$ cat config.mk
export PLATFORM = sky130hd
export DESIGN_NAME = wstat_readout
export DESIGN_NICKNAME = d
export VERILOG_FILES = /design/src/rtl/wstat_pkg.sv /design/src/rtl/wstat_op_track.sv /design/src/rtl/wstat_classify.sv /design/src/rtl/wstat_toggle.sv /design/src/rtl/wstat_settle.sv /design/src/rtl/wstat_outreg.sv /design/src/rtl/wstat_readout.sv
export SDC_FILE = /design/constraint.sdc
export NUM_CORES = 1
export LEC_CHECK = 0
export BUFFER_PORTS_ARGS = -buffer_cell sky130_fd_sc_hd__buf_2
export CAP_MARGIN = 20
export CORE_MARGIN = 4
export CORE_UTILIZATION = 30
export DETAILED_ROUTE_END_ITERATION = 8
export PLACE_DENSITY_LB_ADDON = 0.15
export SLEW_MARGIN = 20
export SYNTH_ARGS = -nofsm -noshare
export SYNTH_HDL_FRONTEND = slang
export SYNTH_SLANG_ARGS = --single-unit
export TNS_END_PERCENT = 1
$ cat constraint.sdc
create_clock -name clk -period 2.3 [get_ports clk]
set_input_delay 0.575 -clock clk [delete_from_list [all_inputs] [get_ports clk]]
set_output_delay 0.575 -clock clk [all_outputs]
set_load 0.01 [all_outputs]
$ cat src/rtl/wstat_pkg.sv
package wstat_pkg;

  typedef enum logic [2:0] {
    RK_NONE,
    RK_REG,
    RK_REG_BLOCK,
    RK_OOR_BUSY,
    RK_STATUS,
    RK_SETTLE,
    RK_ARRAY
  } rd_kind_e;

  typedef struct packed {
    logic erase;
    logic wb_msb;
  } op_ctx_t;

endpackage

$ cat src/rtl/wstat_op_track.sv
module wstat_op_track
  import wstat_pkg::*;
(
  input  logic    clk,
  input  logic    rst_n,
  input  logic    busy_i,
  input  logic    op_erase_i,
  input  logic    wr_msb_i,
  output logic    start_o,
  output logic    done_o,
  output op_ctx_t ctx_o
);

  logic    busy_q;
  op_ctx_t ctx_q;
  op_ctx_t ctx_d;

  always_comb begin
    start_o = busy_i & ~busy_q;
    done_o  = ~busy_i & busy_q;
    ctx_d   = ctx_q;
    if (start_o) begin
      ctx_d.erase  = op_erase_i;
      ctx_d.wb_msb = wr_msb_i;
    end
    ctx_o = ctx_d;
  end

  always_ff @(posedge clk or negedge rst_n) begin
    if (!rst_n) begin
      busy_q <= 1'b0;
      ctx_q  <= '0;
    end else begin
      busy_q <= busy_i;
      if (start_o) ctx_q <= ctx_d;
    end
  end

endmodule

$ cat src/rtl/wstat_classify.sv
module wstat_classify
  import wstat_pkg::*;
(
  input  logic     rd_stb_i,
  input  logic     busy_i,
  input  logic     addr_ok_i,
  input  logic     reg_sel_i,
  input  logic     settle_act_i,
  output rd_kind_e kind_o
);

  always_comb begin
    kind_o = RK_NONE;
    if (rd_stb_i) begin
      if (reg_sel_i)         kind_o = busy_i ? RK_REG_BLOCK : RK_REG;
      else if (!addr_ok_i)   kind_o = busy_i ? RK_OOR_BUSY : RK_ARRAY;
      else if (busy_i)       kind_o = RK_STATUS;
      else if (settle_act_i) kind_o = RK_SETTLE;
      else                   kind_o = RK_ARRAY;
    end
  end

endmodule

$ cat src/rtl/wstat_toggle.sv
module wstat_toggle (
  input  logic clk,
  input  logic rst_n,
  input  logic start_i,
  input  logic adv_i,
  output logic tog_o
);

  logic tog_q;
  logic tog_d;
  logic tog_en;

  always_comb begin
    tog_o  = start_i ? 1'b0 : tog_q;
    tog_d  = adv_i ? ~tog_o : tog_o;
    tog_en = start_i | adv_i;
  end

  always_ff @(posedge clk or negedge rst_n) begin
    if (!rst_n)      tog_q <= 1'b0;
    else if (tog_en) tog_q <= tog_d;
  end

endmodule

$ cat src/rtl/wstat_settle.sv
module wstat_settle #(
  parameter int SETTLE_READS = 2
) (
  input  logic clk,
  input  logic rst_n,
  input  logic start_i,
  input  logic done_i,
  input  logic use_i,
  output logic active_o
);

  localparam int CNT_W = (SETTLE_READS < 1) ? 1 : $clog2(SETTLE_READS + 1);
  localparam logic [CNT_W-1:0] LOAD = CNT_W'(SETTLE_READS);

  logic [CNT_W-1:0] cnt_q;
  logic [CNT_W-1:0] cnt_eff;
  logic [CNT_W-1:0] cnt_d;
  logic             cnt_en;

  always_comb begin
    if (start_i)     cnt_eff = '0;
    else if (done_i) cnt_eff = LOAD;
    else             cnt_eff = cnt_q;
    active_o = (cnt_eff != '0);
    cnt_d    = (use_i && active_o) ? cnt_eff - 1'b1 : cnt_eff;
    cnt_en   = start_i | done_i | use_i;
  end

  always_ff @(posedge clk or negedge rst_n) begin
    if (!rst_n)      cnt_q <= '0;
    else if (cnt_en) cnt_q <= cnt_d;
  end

endmodule

$ cat src/rtl/wstat_outreg.sv
module wstat_outreg
  import wstat_pkg::*;
#(
  parameter int DATA_W = 8
) (
  input  logic              clk,
  input  logic              rst_n,
  input  rd_kind_e          kind_i,
  input  op_ctx_t           ctx_i,
  input  logic              tog_i,
  input  logic [DATA_W-1:0] arr_data_i,
  input  logic [DATA_W-1:0] reg_data_i,
  output logic [DATA_W-1:0] rd_data_o,
  output logic              rd_vld_o
);

  localparam int LOW_W = DATA_W - 2;

  logic [DATA_W-1:0] data_d;
  logic [DATA_W-1:0] data_q;
  logic              vld_q;
  logic              ld_en;
  logic              poll_busy;
  logic              poll_done;

  always_comb begin
    poll_busy = ctx_i.erase ? 1'b0 : ~ctx_i.wb_msb;
    poll_done = ctx_i.erase ? 1'b1 : ctx_i.wb_msb;
    ld_en     = (kind_i != RK_NONE);
    unique case (kind_i)
      RK_REG:       data_d = reg_data_i;
      RK_REG_BLOCK: data_d = '0;
      RK_OOR_BUSY:  data_d = '1;
      RK_STATUS:    data_d = {poll_busy, tog_i, {LOW_W{1'b0}}};
      RK_SETTLE:    data_d = {poll_done, 1'b0, {LOW_W{1'b0}}};
      RK_ARRAY:     data_d = arr_data_i;
      default:      data_d = data_q;
    endcase
  end

  always_ff @(posedge clk or negedge rst_n) begin
    if (!rst_n) begin
      data_q <= '0;
      vld_q  <= 1'b0;
    end else begin
      vld_q <= ld_en;
      if (ld_en) data_q <= data_d;
    end
  end

  assign rd_data_o = data_q;
  assign rd_vld_o  = vld_q;

endmodule

$ cat src/rtl/wstat_readout.sv
module wstat_readout
  import wstat_pkg::*;
#(
  parameter int DATA_W       = 8,
  parameter int SETTLE_READS = 2
) (
  input  logic              clk,
  input  logic              rst_n,
  input  logic              busy_i,
  input  logic              op_erase_i,
  input  logic [DATA_W-1:0] wr_byte_i,
  input  logic [DATA_W-1:0] arr_data_i,
  input  logic              rd_stb_i,
  input  logic              addr_ok_i,
  input  logic              reg_sel_i,
  input  logic [DATA_W-1:0] reg_data_i,
  input  logic              reg_wr_i,
  output logic              reg_wr_en_o,
  output logic [DATA_W-1:0] rd_data_o,
  output logic              rd_vld_o
);

  localparam int POLL_BIT = DATA_W - 1;

  logic     start;
  logic     done;
  op_ctx_t  ctx;
  rd_kind_e kind;
  logic     settle_act;
  logic     tog;

  wstat_op_track u_track (
    .clk        (clk),
    .rst_n      (rst_n),
    .busy_i     (busy_i),
    .op_erase_i (op_erase_i),
    .wr_msb_i   (wr_byte_i[POLL_BIT]),
    .start_o    (start),
    .done_o     (done),
    .ctx_o      (ctx)
  );

  wstat_settle #(.SETTLE_READS(SETTLE_READS)) u_settle (
    .clk      (clk),
    .rst_n    (rst_n),
    .start_i  (start),
    .done_i   (done),
    .use_i    (kind == RK_SETTLE),
    .active_o (settle_act)
  );

  wstat_classify u_cls (
    .rd_stb_i     (rd_stb_i),
    .busy_i       (busy_i),
    .addr_ok_i    (addr_ok_i),
    .reg_sel_i    (reg_sel_i),
    .settle_act_i (settle_act),
    .kind_o       (kind)
  );

  wstat_toggle u_tog (
    .clk     (clk),
    .rst_n   (rst_n),
    .start_i (start),
    .adv_i   (kind == RK_STATUS),
    .tog_o   (tog)
  );

  wstat_outreg #(.DATA_W(DATA_W)) u_out (
    .clk        (clk),
    .rst_n      (rst_n),
    .kind_i     (kind),
    .ctx_i      (ctx),
    .tog_i      (tog),
    .arr_data_i (arr_data_i),
    .reg_data_i (reg_data_i),
    .rd_data_o  (rd_data_o),
    .rd_vld_o   (rd_vld_o)
  );

  assign reg_wr_en_o = reg_wr_i & ~busy_i;

endmodule

==> reports/metrics.cfg <==
[status]
status=finished, final reports clean

[route]
ant_nets=0
via_count=806
first_iter_violations=32
routed_wl_um=2060
post_drt_via_cell_ratio=4.86
drc=0
routedWlPerCell_um=12.4
first_pass_iters=2

[worst_setup_path]
crit_buf_inv=2
crit_chain=buf_2, inv_2, ha_1, nor2_1, nand2_1, ha_1, nor2b_1, nand3b_1, a41oi_1, mux2_2
crit_path_max_incr_delay_ps=270
path_delay_family=simple AND/OR/NAND/NOR gates
setup.worst_path.class=primary input to flop
worst-path-stages=10
crit_required_ps=2480
slowest_stage=mux2_2
reg2reg_depth=9
start_kind=primary input
path_max_fanout=5
endpoint_kind=flop
crit_top_cell=ha_1
arrival_ps=2110

[power_and_ir_drop]
p_leak_nw=0.560
power_density_nw_per_um2=595
p_int_uw=464
comb_power_share=0.285
netSwitchingPower_uw=200
vdd_drop_max_v=0.000286
p_clk_frac=0.232
seq_power_share=0.484
switching_share=0.301

[floorplan]
die_width_um=62.2
io_pins=42
core_area_um2=2780
start_util=0.317
row_count=19
die_area_um2=3870
die_y_um=62.2

[logic_synthesis]
syn_area_um2=881
synth_cells=99
ys_types=30
ys_warn_count=0
yosysSeqAreaShare=0.426
syn_nets=136
synth_area_per_cell_um2=8.90
synth_seq_cells=15

[clocking]
cts_buffers=3
cts.sinks=15
clockBufferDepth=2
cts_tree=built
cts_max_level=1
hold_buffers=0
path_clk_slew_ps=90
insertion_delay_ps=290
cts_resized=0
clock-root-buffer=clkbuf_4
cts_setup_buffers=0

[placed_design]
place_ws_ps=50.0
io_buffers=34
dp_hpwl_um=1620
placed_cells=162
gp_congestion=0.706

[finish]
utilization=0.401
final_common_cell=buf_2
fin_nets=173
fin_cells=166
area_growth_syn_to_layout_pct=26.6
num_antenna_cells=0
drive_gt1_frac=0.341
final_cell_mix=buf_2 (34), nor2_1 (17), dfrtp_1 (15)

[timing]
setup_ws_ps=373
maxSlewHeadroom=0.771
fin_skew_ps=4.23
rsz0062_at_grt=no
final.setup.tns_ps=0
finalHoldViolations=0
setup_viol=0
drv_slew=0
min_period_ps=1930
final.period_utilization=0.838
clock.fmax_mhz=519
worst_slew_pin_slew_ps=344

[global_routing]
antenna_found_initial=0
grt.total_usage=0.122
grt_pass1_wl_um=3840
grt_pass1_vias=859
gr-total-overflow=0
grt_max_degree=16

[worst_hold_path]
hp-class=primary input to asynchronous set/reset pin

[run]
drv_cap=0

[power by group through the flow]
stage               registers (mW)  clock network [mW]  logic (mW)
finish                       0.321               0.154       0.189
global route                 0.328               0.177       0.219
CTS                          0.321               0.161       0.193
detailed placement           0.327                   0       0.192
global placement             0.326                   0       0.188
floorplan                    0.334                   0       0.112
[synthesized netlist by cell type]
cell,n,share of area
a31oi_1,1,0.0071
a41oi_1,1,0.0099
and2_1,1,0.0071
and4b_1,1,0.011
buf_2,1,0.0057
buf_4,2,0.017
clkbuf_1,3,0.013
dfrtp_1,15,0.43
ha_1,5,0.071
inv_1,8,0.034
inv_2,1,0.0043
mux2_1,2,0.026
mux2_2,1,0.013
mux2_4,1,0.017
nand2_1,6,0.026
nand2_2,1,0.0071
nand2b_1,2,0.014
nand3b_1,1,0.0085
nor2_1,17,0.072
nor2b_1,3,0.021
nor3_1,1,0.0057
nor3b_1,1,0.0085
nor3b_2,1,0.014
o21a_1,1,0.0085
o21ai_0,4,0.023
o21ai_1,2,0.011
o21bai_1,1,0.0085
o22ai_1,13,0.092
o31a_1,1,0.0099
or3_1,1,0.0071
[worst paths after layout]
path                                                   start                             end  slack, ps
worst min register to register  u_track.ctx_q[1]$_DFFE_PN0P_    u_track.ctx_q[1]$_DFFE_PN0P_        500
max in group asynchronous                              rst_n        u_track.busy_q$_DFF_PN0_       1870
worst max-delay path                                  busy_i  u_out.rd_data_o[6]$_DFFE_PN0P_        370
min in group clk                                      busy_i        u_track.busy_q$_DFF_PN0_        470
worst min-delay path                                   rst_n    u_track.ctx_q[1]$_DFFE_PN0P_        180
worst max register to register      u_track.busy_q$_DFF_PN0_  u_out.rd_data_o[6]$_DFFE_PN0P_        400
[registers in the layout, summed over array words and instances (netlist names)]
name             cells
u_out.rd_data_o      8
u_out.rd_vld_o       1
u_settle.cnt_q       2
u_tog.tog_q          1
u_track.busy_q       1
u_track.ctx_q        2
[area by class of cell]
class / count / area, µm²
Clock buffer: 4 / 26.3
Fill cell: 309 / 1670
Inverter: 9 / 33.8
Multi-Input combinational cell: 69 / 440
Sequential cell: 15 / 375
Tap cell: 31 / 38.8
Timing Repair Buffer: 38 / 200
[per-stage QoR]
step / power [mW] / hold slack, ps / instance area, µm²
3_5_place_dp: 0.518 / 486 / 1090
4_1_cts: 0.675 / 187 / 1110
5_1_grt: 0.724 / 190 / 1110
3_3_place_gp: 0.514 / 477 / 1090
6_report: 0.664 / 178 / 1110
2_1_floorplan: 0.446 / 279 / 881
[metal layers]
layer	global-route usage	up-vias	wire length (µm)
li1	-	418	-
met1	0.150	361	931
met2	0.188	22	943
met3	0.0378	5	143
met4	0.0650	0	45
met5	0	-	0
[kinds of logic (layout without fill, tap and decap cells)]
family | after synthesis | after routing | synth area share
and+or+nand+nor | 36 | 36 | 0.203
DFF | 15 | 15 | 0.426
buffers and inverters | 15 | 51 | 0.0738
muxes | 4 | 4 | 0.0554
adders and majority gates | 5 | 5 | 0.0710
AOI/OAI and AO/OA | 24 | 24 | 0.170
[worst register-to-register path, cell delays in order, from the launching register on]
cell and delay, ps:
dfrtp_1 360, inv_1 60, ha_1 220, nor2_1 130
nand2_1 90, ha_1 190, nor2b_1 210, nand3b_1 150
a41oi_1 110, mux2_2 280
Note: power is estimated with default switching activity, not from simulation.
